===== src/rtl/tcmp_pkg.sv =====
package tcmp_pkg;
  typedef enum logic [1:0] {
    RA_CMP   = 2'd0,
    RA_MASK  = 2'd1,
    RA_FLAG  = 2'd2,
    RA_COUNT = 2'd3
  } reg_addr_e;

  localparam int NUM_VEC = 2;
  localparam int VEC_OVF = 0;
  localparam int VEC_CMP = 1;
endpackage


===== src/rtl/tcmp_counter.sv =====
module tcmp_counter #(
  parameter int W = 8
) (
  input  logic         clk,
  input  logic         rst_n,
  input  logic         tick,
  input  logic         phase_mode,
  input  logic [W-1:0] cmp_val,
  output logic [W-1:0] count,
  output logic         match_evt,
  output logic         ovf_evt
);
  localparam logic [W-1:0] TOP = {W{1'b1}};
  localparam logic [W-1:0] BOT = '0;

  logic dir_down;
  logic at_top, at_bot;

  assign at_top = (count == TOP);
  assign at_bot = (count == BOT);

  always_comb begin
    match_evt = tick && (count == cmp_val);
    if (phase_mode) ovf_evt = tick && dir_down && at_bot;
    else            ovf_evt = tick && at_top;
  end

  always_ff @(posedge clk) begin
    if (!rst_n) begin
      count    <= '0;
      dir_down <= 1'b0;
    end else if (tick) begin
      if (!phase_mode) begin
        count    <= count + 1'b1;
        dir_down <= 1'b0;
      end else if (!dir_down) begin
        if (at_top) begin
          dir_down <= 1'b1;
          count    <= count - 1'b1;
        end else begin
          count    <= count + 1'b1;
        end
      end else begin
        if (at_bot) begin
          dir_down <= 1'b0;
          count    <= count + 1'b1;
        end else begin
          count    <= count - 1'b1;
        end
      end
    end
  end
endmodule


===== src/rtl/tcmp_flags.sv =====
module tcmp_flags #(
  parameter int N = 2
) (
  input  logic         clk,
  input  logic         rst_n,
  input  logic         gie,
  input  logic [N-1:0] set_vec,
  input  logic [N-1:0] wclr_vec,
  input  logic [N-1:0] ack_vec,
  input  logic [N-1:0] en_vec,
  output logic [N-1:0] flags,
  output logic [N-1:0] irq
);
  for (genvar i = 0; i < N; i++) begin : g_vec
    always_ff @(posedge clk) begin
      if (!rst_n)                       flags[i] <= 1'b0;
      else if (set_vec[i])              flags[i] <= 1'b1;
      else if (wclr_vec[i] | ack_vec[i]) flags[i] <= 1'b0;
    end
    assign irq[i] = gie & en_vec[i] & flags[i];
  end
endmodule


===== src/rtl/tcmp_regs.sv =====
module tcmp_regs #(
  parameter int W = 8,
  parameter int N = 2
) (
  input  logic         clk,
  input  logic         rst_n,
  input  logic         wr_en,
  input  logic [1:0]   wr_addr,
  input  logic [W-1:0] wr_data,
  output logic [W-1:0] cmp_val,
  output logic [N-1:0] mask
);
  import tcmp_pkg::*;

  always_ff @(posedge clk) begin
    if (!rst_n) begin
      cmp_val <= '0;
      mask    <= '0;
    end else if (wr_en) begin
      case (reg_addr_e'(wr_addr))
        RA_CMP:  cmp_val <= wr_data;
        RA_MASK: mask    <= wr_data[N-1:0];
        default: ;
      endcase
    end
  end
endmodule


===== src/rtl/tcmp_top.sv =====
module tcmp_top #(
  parameter int W = 8
) (
  input  logic         clk,
  input  logic         rst_n,
  input  logic         cnt_tick,
  input  logic         phase_mode,
  input  logic         gie,
  input  logic         reg_we,
  input  logic [1:0]   reg_addr,
  input  logic [W-1:0] reg_wdata,
  output logic [W-1:0] reg_rdata,
  input  logic [1:0]   vec_ack,
  output logic         irq_cmp,
  output logic         irq_ovf
);
  import tcmp_pkg::*;

  localparam int N   = NUM_VEC;
  localparam int PAD = W - N;

  logic [W-1:0] cnt_q, cmp_q;
  logic [N-1:0] mask_q, flag_q, set_v, wclr_v, irq_v;
  logic         match_e, ovf_e;

  tcmp_regs #(.W(W), .N(N)) u_regs (
    .clk(clk), .rst_n(rst_n), .wr_en(reg_we), .wr_addr(reg_addr),
    .wr_data(reg_wdata), .cmp_val(cmp_q), .mask(mask_q)
  );

  tcmp_counter #(.W(W)) u_cnt (
    .clk(clk), .rst_n(rst_n), .tick(cnt_tick), .phase_mode(phase_mode),
    .cmp_val(cmp_q), .count(cnt_q), .match_evt(match_e), .ovf_evt(ovf_e)
  );

  always_comb begin
    set_v          = '0;
    set_v[VEC_CMP] = match_e;
    set_v[VEC_OVF] = ovf_e;
    wclr_v = (reg_we && reg_addr == RA_FLAG) ? reg_wdata[N-1:0] : '0;
  end

  tcmp_flags #(.N(N)) u_flags (
    .clk(clk), .rst_n(rst_n), .gie(gie), .set_vec(set_v),
    .wclr_vec(wclr_v), .ack_vec(vec_ack), .en_vec(mask_q),
    .flags(flag_q), .irq(irq_v)
  );

  assign irq_cmp = irq_v[VEC_CMP];
  assign irq_ovf = irq_v[VEC_OVF];

  always_comb begin
    case (reg_addr_e'(reg_addr))
      RA_CMP:  reg_rdata = cmp_q;
      RA_MASK: reg_rdata = {{PAD{1'b0}}, mask_q};
      RA_FLAG: reg_rdata = {{PAD{1'b0}}, flag_q};
      default: reg_rdata = cnt_q;
    endcase
  end
endmodule


===== config.mk =====
export PLATFORM = sky130hd
export DESIGN_NAME = tcmp_top
export DESIGN_NICKNAME = d
export VERILOG_FILES = /design/src/rtl/tcmp_pkg.sv /design/src/rtl/tcmp_counter.sv /design/src/rtl/tcmp_flags.sv /design/src/rtl/tcmp_regs.sv /design/src/rtl/tcmp_top.sv
export SDC_FILE = /design/constraint.sdc
export NUM_CORES = 1
export LEC_CHECK = 0
export ABC_AREA = 1
export CAP_MARGIN = 40
export CORE_MARGIN = 2
export CORE_UTILIZATION = 45
export DETAILED_ROUTE_END_ITERATION = 6
export GPL_TIMING_DRIVEN = 0
export HOLD_SLACK_MARGIN = 0.08
export PLACE_DENSITY = 0.7
export SLEW_MARGIN = 40
export SYNTH_ARGS = -nofsm -noshare
export SYNTH_HDL_FRONTEND = slang
export SYNTH_SLANG_ARGS = --single-unit

===== constraint.sdc =====
create_clock -name clk -period 3.68 [get_ports clk]
set_input_delay 1.104 -clock clk [delete_from_list [all_inputs] [get_ports clk]]
set_output_delay 1.104 -clock clk [all_outputs]
set_load 0.05 [all_outputs]

==> flow_summary.yaml, run 1 <==
sta:
  setup_slack_ns: 0.07501
  hold_viol_final: 0
  max_slew_margin: 0.6643
  fin_crit_ns: 3.605
  setup_viol_count_final: 0
  clock_skew_ns: 0.01291
  finalCritPeriodShare: 0.9796
  worstMarginPinSlew_ns: 0.5027
  fin_setup_tns_ns: 0
  fmax_mhz: 277.4
  rsz0062_at_grt: "no"
  report.final.slew_viol_count: 0
synth:
  synth_top_area_frac: 0.2786
  synthTopCellsByArea: "dfxtp_1 (28%), nand2_1 (12%), nand3_1 (8.6%), inv_1 (7.5%), a21oi_1 (6.0%)"
  yosys.area.top_type: "dfxtp_1"
  yosysUniqueCellTypes: 30
  syn_avg_cell_area_um2: 6.367
  ys_seq_area_frac: 0.2786
  yosysWarningCount: 0
  syn-instance-count: 237
  ys_seq_elements: 21
  synth_nets: 258
  synth_area_um2: 1509
pwr:
  peakVddDrop_v: 0.0001556
  p_seq_frac: 0.474
  swShare: 0.3439
  cellPowerDensity_nw_per_um2: 288.3
  p_int_mw: 0.3467
  p_sw_mw: 0.1818
  p_leak_nw: 0.8712
  clkPwrFrac: 0.219
  comb_power_share: 0.307
drt:
  drtIter0Drc: 103
  vias: 1578
  firstDrtPassIters: 5
  routedWlPerCell_um: 11.86
  final_antenna_net_count: 0
  viasPerCell: 5.042
  drc: 0
  wl_mm: 3.713
cts:
  insertion_delay_ns: 0.31
  htree_levels: 1
  cts_root_buffer: "clkbuf_4"
  cts_buffers: 3
  clock-sinks: 21
  clkTransAtPathRegs_ns: 0.11
  cts_tree: "done"
  clockBufferDepth: 2
critical_path:
  crit_start: "gie"
  crit_cells: 4
  reg2reg_depth: 10
  crit_fanout: 2
  crit_path_frequent_cell: "clkdlybuf4s50_1"
  crit_required_ns: 2.58
  path_cells: "clkdlybuf4s50_1 -> inv_1 -> nor2_1 -> clkdlybuf4s50_1"
  r2r_start: "u_cnt.count[0]$_SDFFE_PN0P_"
  cp-start-kind: "input port"
  worst-setup-path-type: "input port to output port"
  crit_path_top_delay_cell: "clkdlybuf4s50_1"
  crit_buf_inv: 3
  worst_ep_arrival_time_ns: 2.50
  cp_top_family: "buffers and inverters"
  end_kind: "output port"
  critical-path-max-stage-delay_ns: 0.81
floorplan:
  die_w_um: 61.91
  initial_utilization: 0.4594
  coreArea_um2: 3284
  num_rows: 21
  die_height_um: 61.91
  dieArea_um2: 3832
  ioPinCount: 28
worst_hold_path:
  min_from: "u_regs.mask[1]$_SDFFE_PN0P_"
  hp-class: "register to register"
  hold_depth: 2
placed_design:
  placed_cells: 309
  io_buffers: 26
  gp_congestion: 0.8403
  place_ws_ns: -0.6672
  place_hpwl_mm: 2.875
cells_and_area:
  instances_no_fill: 313
  area_growth_pct: 21.48
  drive_above_1_share: 0.1124
  finalNetCount: 289
  antenna_cells: 0
global_routing:
  grt_pass1_vias: 1357
  grt_start_max_net_pins: 12
  grtUsageTotal: 0.2071
  antenna_found_initial: 0
  overflow: 0
  grt_pass1_wl_mm: 5.899
run_status:
  outcome: "finished clean"
job:
  maxCapViolations: 0
==> cells in the mapped netlist <==
master / n
buf_6: 5
buf_1: 1
a221oi_1: 1
nand3_4: 1
o2111ai_1: 1
nand3_2: 1
dfxtp_1: 21
buf_2: 1
nor2_2: 2
nor3_1: 1
inv_2: 2
inv_1: 30
o21ai_0: 16
xnor2_1: 1
nand4_1: 7
o22ai_1: 7
a22oi_1: 1
nand2_2: 2
a21oi_1: 18
nand3_1: 26
nor2_1: 22
o21ai_1: 2
buf_4: 1
ha_1: 3
nand3b_1: 2
xor2_1: 6
nand2_1: 50
clkinv_1: 3
or2_2: 2
o211ai_1: 1
==> cells by family (layout without fill, tap and decap cells) <==
kind of cell             Yosys count  count (layout)  synth area share
AO/OA/AOI/OAI                     47              47            0.1700
AND/OR/NAND/NOR                  116             116            0.3507
XOR/XNOR                           7               7           0.04063
flip-flops                        21              21            0.2786
adder cells (fa/ha/maj)            3               3           0.02488
buffers and inverters             43              73            0.1352
==> placed cells by master (no fill, tap or decap), types with 3 or more instances in the layout <==
master / instances
a21oi_1: 18
buf_2: 7
buf_6: 5
clkbuf_4: 4
clkdlybuf4s50_1: 16
clkinv_1: 3
dfxtp_1: 21
ha_1: 3
inv_1: 30
nand2_1: 49
nand2_2: 3
nand3_1: 26
nand4_1: 7
nor2_1: 21
o21ai_0: 16
o22ai_1: 7
xor2_1: 6
==> path summary, 6_finish.rpt <==
check | endpoint | slack [ns]
min reg2reg | u_regs.mask[1]$_SDFFE_PN0P_ | 0.48
max | irq_cmp | 0.08
max reg2reg | u_cnt.count[1]$_SDFFE_PN0P_ | 2.05
min | u_regs.mask[1]$_SDFFE_PN0P_ | 0.48
==> per-layer routing <==
metal,track usage,vias to the layer above,part of all wire
met5,0,-,0
met4,0.06383,0,0.0057
met3,0.02070,2,0.052
met2,0.3564,40,0.48
met1,0.2730,695,0.46
li1,-,841,-
==> worst reg2reg max path, cell delays in order, from the launching register on <==
cell and delay (ns):
dfxtp_1 0.38, clkinv_1 0.23, ha_1 0.28, inv_1 0.05
nor2_1 0.06, nand3_2 0.12, nand3_4 0.14, nand2_1 0.09
nand2_1 0.05, o21ai_1 0.11, inv_1 0.04
==> cell type report <==
type                            instances  area, µm²
Fill cell                             342       1451
Timing Repair Buffer                   26      230.2
Sequential cell                        21      420.4
Multi-Input combinational cell        173      894.6
Buffer                                  8      72.57
Inverter                               35      131.4
Clock buffer                            4      26.28
Tap cell                               46      57.56
==> per-stage QoR <==
| step | utilization | total power, mW | hold WS (ns) | instance area [µm²] |
|---|---|---|---|---|
| 6_report | 0.5581 | 0.5285 | 0.4780 | 1833 |
| 5_1_grt | 0.5581 | 0.5609 | 0.5075 | 1833 |
| 4_1_cts | 0.5573 | 0.5303 | 0.4786 | 1831 |
| 3_5_place_dp | 0.5562 | 0.4186 | 0.4604 | 1827 |
| 3_3_place_gp | 0.5562 | 0.4172 | 0.4608 | 1827 |
| 2_1_floorplan | - | 0.3674 | 0.4372 | 1509 |
==> power groups by stage <==
stage / logic (mW) / clock network (mW) / registers [mW]
2_1_floorplan: 0.115 / 0 / 0.253
3_3_place_gp: 0.162 / 0 / 0.255
3_5_place_dp: 0.163 / 0 / 0.256
4_1_cts: 0.161 / 0.119 / 0.250
5_1_grt: 0.180 / 0.129 / 0.252
6_report: 0.162 / 0.116 / 0.251
==> registers in the layout (all words and copies together), names as in the netlist <==
register,count
u_cnt.count,8
u_cnt.dir_down,1
u_regs.mask,2
u_regs.cmp_val,8
u_flags.flags,2
==> what timing repair did <==
action,4_1_cts,5_1_grt
setup buffers,0,0
gates resized for setup,40,9
endpoints found under the setup margin,8,7
hold buffers,0,0
Power figures use the tool's default switching activity.
==> run 2: changes to the inputs <==
ABC_AREA = unset   (was 1)
PLACE_DENSITY = 0.71   (was 0.7)
==> run 2 against run 1 <==
Against the previous run:
- synthesized area decreased by 9.1%
- count of clock-buffer cells in the layout unchanged
- routed wire length decreased by 16%
- flip-flop and latch count unchanged
- critical path type unchanged
==> flow_summary.yaml, run 2 <==
run_status:
  outcome: "finished clean"
drt:
  final_antenna_net_count: 0
  firstDrtPassIters: 4
  viasPerCell: 5.628
  routedWlPerCell_um: 13.83
  drtIter0Drc: 40
  drc: 0
  vias: 1272
  wl_mm: 3.125
worst_hold_path:
  min_from: "u_regs.cmp_val[6]$_SDFFE_PN0P_"
  hp-class: "register to register"
  hold_depth: 2
  min_to: "u_regs.cmp_val[6]$_SDFFE_PN0P_"
floorplan:
  die_w_um: 59.20
  initial_utilization: 0.4605
  ioPinCount: 28
  dieArea_um2: 3505
  num_rows: 20
  coreArea_um2: 2978
  die_height_um: 59.20
cells_and_area:
  reg.largest.list: "u_cnt.count x8, u_regs.cmp_val x8"
  mostFrequentLayoutCell: "nand2_1"
  area_growth_pct: 21.99
  finalNetCount: 215
  final_cell_mix: "nand2_1 (27), dfxtp_1 (21), clkdlybuf4s50_1 (19), buf_2 (10)"
  n_fill_cell: 290
  drive_above_1_share: 0.1192
  final_area_um2: 1673
  antenna_cells: 0
critical_path:
  cp-start-kind: "input port"
  path_cells: "clkdlybuf4s50_1 -> and3_1 -> clkdlybuf4s50_1"
  worst_ep_arrival_time_ns: 2.53
  reg2reg_depth: 7
  crit_path_frequent_cell: "clkdlybuf4s50_1"
  critical-path-max-stage-delay_ns: 0.80
  end_kind: "output port"
  r2r_slack_ns: 1.67
  r2r_start: "u_cnt.count[0]$_SDFFE_PN0P_"
  crit_fanout: 2
  worst-setup-path-type: "input port to output port"
  crit_required_ns: 2.58
  crit_path_top_delay_cell: "clkdlybuf4s50_1"
  r2r-end: "u_cnt.count[5]$_SDFFE_PN0P_"
pwr:
  swShare: 0.2830
  p_total_mw: 0.4469
  p_leak_nw: 0.7199
  p_seq_frac: 0.544
  comb_power_share: 0.202
  cellPowerDensity_nw_per_um2: 267.2
  p_sw_mw: 0.1265
  clkPwrFrac: 0.253
  peakVddDrop_v: 0.0001734
  p_int_mw: 0.3204
synth:
  synth_ff_type: "dfxtp_1"
  synth_edf_count: 0
  yosysUniqueCellTypes: 37
  synthTopCellsByArea: "dfxtp_1 (31%), nand2_1 (7.4%), mux2i_1 (6.6%), xor2_1 (5.1%), a21boi_0 (4.9%)"
  syn_avg_cell_area_um2: 8.465
  synth_nets: 183
  synthTopCellsByCount: "nand2_1 (27), dfxtp_1 (21), a21boi_0 (9), mux2i_1 (9), xor2_1 (8)"
  yosys.area.top_type: "dfxtp_1"
  ys_seq_area_frac: 0.3066
  synth_most_common_cell: "nand2_1"
  synth_top_area_frac: 0.3066
  yosysWarningCount: 0
  synth_area_um2: 1371
  ys_seq_elements: 21
  syn-instance-count: 162
  synth-async-reset-ratio: 0
sta:
  setup_viol_count_final: 0
  fin_crit_ns: 3.632
  finalCritPeriodShare: 0.9870
  worstMarginPinSlew_ns: 0.5074
  max_slew_margin: 0.6607
  hold_viol_final: 0
  clock_skew_ns: 0.001771
  hold_slack_ns: 0.5003
  report.final.slew_viol_count: 0
  rsz0062_at_grt: "no"
  fmax_mhz: 275.3
global_routing:
  grt_pass1_vias: 1232
  use_met3: 0.03930
  busiest_layer: "met2"
  grtUsageTotal: 0.1996
  overflow: 0
  grt_use_met2: 0.3626
  grt_pass1_wl_mm: 5.451
  grt_start_max_net_pins: 12
  grtUsageMet1: 0.2385
  antenna_found_initial: 0
cts:
  clkTransAtPathRegs_ns: 0.11
  insertion_delay_ns: 0.31
  cts_root_buffer: "clkbuf_4"
  cts_setup_buffers: 0
  clockBufferDepth: 2
  htree_levels: 1
  cts_tree: "done"
  clock-sinks: 21
  cts_buffers: 3
placed_design:
  placed_area_um2: 1683
  io_buffers: 27
  place_hpwl_mm: 2.439
  gp_congestion: 0.8525
job:
  maxCapViolations: 0
run 2: area by class of cell:
type                       count  area [µm²]  area share
sequential                    21       420.4      0.2513
inverter                       4       15.01    0.008975
multi-input combinational    127       887.1      0.5303
tap                           33       41.29     0.02468
timing repair buffer          27       230.2      0.1376
buffer                        10       52.55     0.03141
clock buffer                   4       26.28     0.01571
run 2: power by group through the flow:
stage | combinational, mW | clock (mW) | sequential (mW)
after floorplan | 0.0558 | 0 | 0.245
after global placement | 0.0896 | 0 | 0.248
after detailed placement | 0.0922 | 0 | 0.248
after CTS | 0.0912 | 0.117 | 0.243
after global routing | 0.0988 | 0.128 | 0.244
final | 0.0905 | 0.113 | 0.243
run 2: repair_timing:
action | in CTS | in global routing
resized for setup | 36 | 6
hold buffers | 0 | 0
setup endpoints to repair | 8 | 8
pin swaps | 0 | 0
run 2: logic make-up after synthesis:
logic type,Yosys count,synth area share
buffers and inverters,14,0.04836
AO/OA/AOI/OAI,33,0.1761
XOR/XNOR,10,0.06387
multiplexers,11,0.09854
adder cells (fa/ha/maj),3,0.02738
AND/OR/NAND/NOR,70,0.2792
flip-flops,21,0.3066
run 2: metrics by stage:
stage          worst slack (ns)  utilization  TNS [ns]  cells
2_1_floorplan            0.6928            -         0    162
3_3_place_gp            -0.4973       0.5651    -3.594    222
3_5_place_dp            -0.5080       0.5651    -3.715    222
4_1_cts               0.0001261       0.5647         0    226
5_1_grt                 0.02429       0.5618         0    226
6_report                0.04795       0.5618         0    226
run 2: metal layers:
layer | vias up | share of wire | wire [µm]
met4 | 0 | 0.0077 | 24
met1 | 599 | 0.43 | 1358
met3 | 4 | 0.038 | 119
li1 | 638 | - | -
met2 | 31 | 0.52 | 1623
met5 | - | 0 | 0
run 2: worst max-delay path, delay by kind of cell:
kind / cells / cell delay (ns)
buffers and inverters: 2 / 1.27
AND/OR/NAND/NOR: 1 / 0.15
run 2: how the worst max path moves through the flow:
stage	slack, ns	to	cells after the start	startpoint
after global placement	-0.50	reg_rdata[6]	5	reg_addr[0]
after floorplan	0.69	reg_rdata[2]	2	reg_addr[1]
after detailed placement	-0.51	reg_rdata[5]	5	reg_addr[0]
final	0.05	irq_ovf	3	gie
after CTS	0.0001	reg_rdata[0]	3	reg_addr[0]
after global routing	0.02	irq_ovf	3	gie
==> run 3: changes to the inputs <==
MAX_ROUTING_LAYER = met4   (was unset)
RECOVER_POWER = 25   (was unset)
==> run 3 against run 2 <==
Against the previous run:
- sequential power is essentially flat
- via count up 0.55%
- sequential share of layout area up 0.11 points
- power decreased by 0.56%
- non-clock buffer count unchanged
- global-route usage up 0.45 points
- cell count unchanged
- first-iteration DRC count rose by 5.0%
- flip-flop and latch count did not move
- critical endpoint unchanged
- largest power group unchanged
==> flow_summary.yaml, run 3 (same netlist as run 2, synthesis figures left out) <==
sta:
  worstMarginPinSlew_ns: 0.5055
  finalCritPeriodShare: 0.9867
  fmax_mhz: 275.4
  setup_viol_count_final: 0
  hold_viol_final: 0
  clock_skew_ns: 0.0007488
  rsz0062_at_grt: "no"
  report.final.slew_viol_count: 0
  max_slew_margin: 0.6619
  fin_crit_ns: 3.631
drt:
  final_antenna_net_count: 0
  firstDrtPassIters: 4
  vias: 1279
  wl_mm: 3.085
  routedWlPerCell_um: 13.65
  viasPerCell: 5.659
  drtIter0Drc: 42
  drc: 0
critical_path:
  worst-setup-path-type: "input port to output port"
  worst_ep_arrival_time_ns: 2.53
  cp-start-kind: "input port"
  crit_fanout: 2
  r2r_start: "u_cnt.count[0]$_SDFFE_PN0P_"
  crit_required_ns: 2.58
  r2r-end: "u_cnt.count[5]$_SDFFE_PN0P_"
  r2r_slack_ns: 1.55
  reg2reg_depth: 7
  end_kind: "output port"
floorplan:
  die_w_um: 59.20
  die_height_um: 59.20
  dieArea_um2: 3505
  initial_utilization: 0.4605
  num_rows: 20
  coreArea_um2: 2978
  ioPinCount: 28
cts:
  hold_buffers: 0
  clock-sinks: 21
  clockBufferDepth: 2
  insertion_delay_ns: 0.31
  htree_levels: 1
  clkTransAtPathRegs_ns: 0.11
  cts_buffers: 3
  cts_tree: "done"
  cts_root_buffer: "clkbuf_4"
job:
  maxCapViolations: 0
pwr:
  p_sw_mw: 0.1249
  clkPwrFrac: 0.252
  p_int_mw: 0.3195
  peakVddDrop_v: 0.0001725
  swShare: 0.2811
  p_seq_frac: 0.547
  p_leak_nw: 0.7202
  comb_power_share: 0.201
  cellPowerDensity_nw_per_um2: 266.9
worst_hold_path:
  min_from: "u_regs.cmp_val[6]$_SDFFE_PN0P_"
  hold_depth: 2
  min_to: "u_regs.cmp_val[6]$_SDFFE_PN0P_"
  hp-class: "register to register"
cells_and_area:
  finalNetCount: 215
  final_cell_mix: "nand2_1 (27), dfxtp_1 (21), clkdlybuf4s50_1 (16), buf_2 (10)"
  final_util: 0.5592
  reg.largest.list: "u_cnt.count x8, u_regs.cmp_val x8"
  n_fill_cell: 292
  mostFrequentLayoutCell: "nand2_1"
  area_growth_pct: 21.44
  instances_no_fill: 226
  antenna_cells: 0
  multiInputGateArea_um2: 879.6
  drive_above_1_share: 0.1140
  regArea_um2: 420.4
global_routing:
  overflow: 0
  grt_pass1_wl_mm: 5.430
  grt_start_max_net_pins: 12
  antenna_found_initial: 0
  grtUsageTotal: 0.2041
  grt_pass1_vias: 1243
placed_design:
  io_buffers: 27
  place_hpwl_mm: 2.439
  gp_congestion: 0.8660
  placed_cells: 222
run_status:
  outcome: "finished clean"
run 3: how the worst max path moves through the flow:
stage / slack, ns / start / to / cells after the start
final: 0.05 / gie / irq_ovf / 3
after global routing: 0.02 / gie / irq_ovf / 3
after CTS: 0.0001 / reg_addr[0] / reg_rdata[0] / 3
after detailed placement: -0.51 / reg_addr[0] / reg_rdata[5] / 5
after global placement: -0.50 / reg_addr[0] / reg_rdata[6] / 5
after floorplan: 0.69 / reg_addr[1] / reg_rdata[2] / 2
run 3: critical path, cell delays in order:
cell             delay [ns]
clkdlybuf4s50_1        0.47
and3_1                 0.15
clkdlybuf4s50_1        0.80
run 3: layout make-up:
type / instances / area share
buffer: 10 / 0.03156
clock buffer: 4 / 0.01578
inverter: 4 / 0.009016
multi-input combinational: 127 / 0.5282
sequential: 21 / 0.2524
tap: 33 / 0.02479
timing repair buffer: 27 / 0.1382
run 3: power groups by stage:
stage | registers [mW] | logic, mW | clock network, mW
finish | 0.243 | 0.0891 | 0.112
global route | 0.244 | 0.0975 | 0.127
CTS | 0.243 | 0.0912 | 0.117
detailed placement | 0.248 | 0.0922 | 0
global placement | 0.248 | 0.0896 | 0
floorplan | 0.245 | 0.0558 | 0
run 3: repair_timing:
item,4_1_cts,5_1_grt
gates resized for setup,36,6
buffers inserted,0,0
setup endpoints to repair,8,8
run 3: layer usage:
| metal | global-route usage | up-vias | routed length (µm) |
|---|---|---|---|
| met1 | 0.2385 | 602 | 1336 |
| met5 | - | - | 0 |
| met3 | 0.03275 | 2 | 134 |
| met4 | 0.04870 | 0 | 26 |
| met2 | 0.3626 | 36 | 1588 |
| li1 | - | 639 | - |
run 3: stage by stage:
step | worst slack, ns | cell area (µm²) | TNS, ns | power [mW] | hold slack (ns)
finish | 0.04902 | 1665 | 0 | 0.4444 | 0.5006
global route | 0.02429 | 1665 | 0 | 0.4688 | 0.5253
CTS | 0.0001261 | 1682 | 0 | 0.4518 | 0.5036
detailed placement | -0.5080 | 1683 | -3.715 | 0.3404 | 0.4892
global placement | -0.4973 | 1683 | -3.594 | 0.3377 | 0.4792
floorplan | 0.6928 | 1371 | 0 | 0.3012 | 0.4655
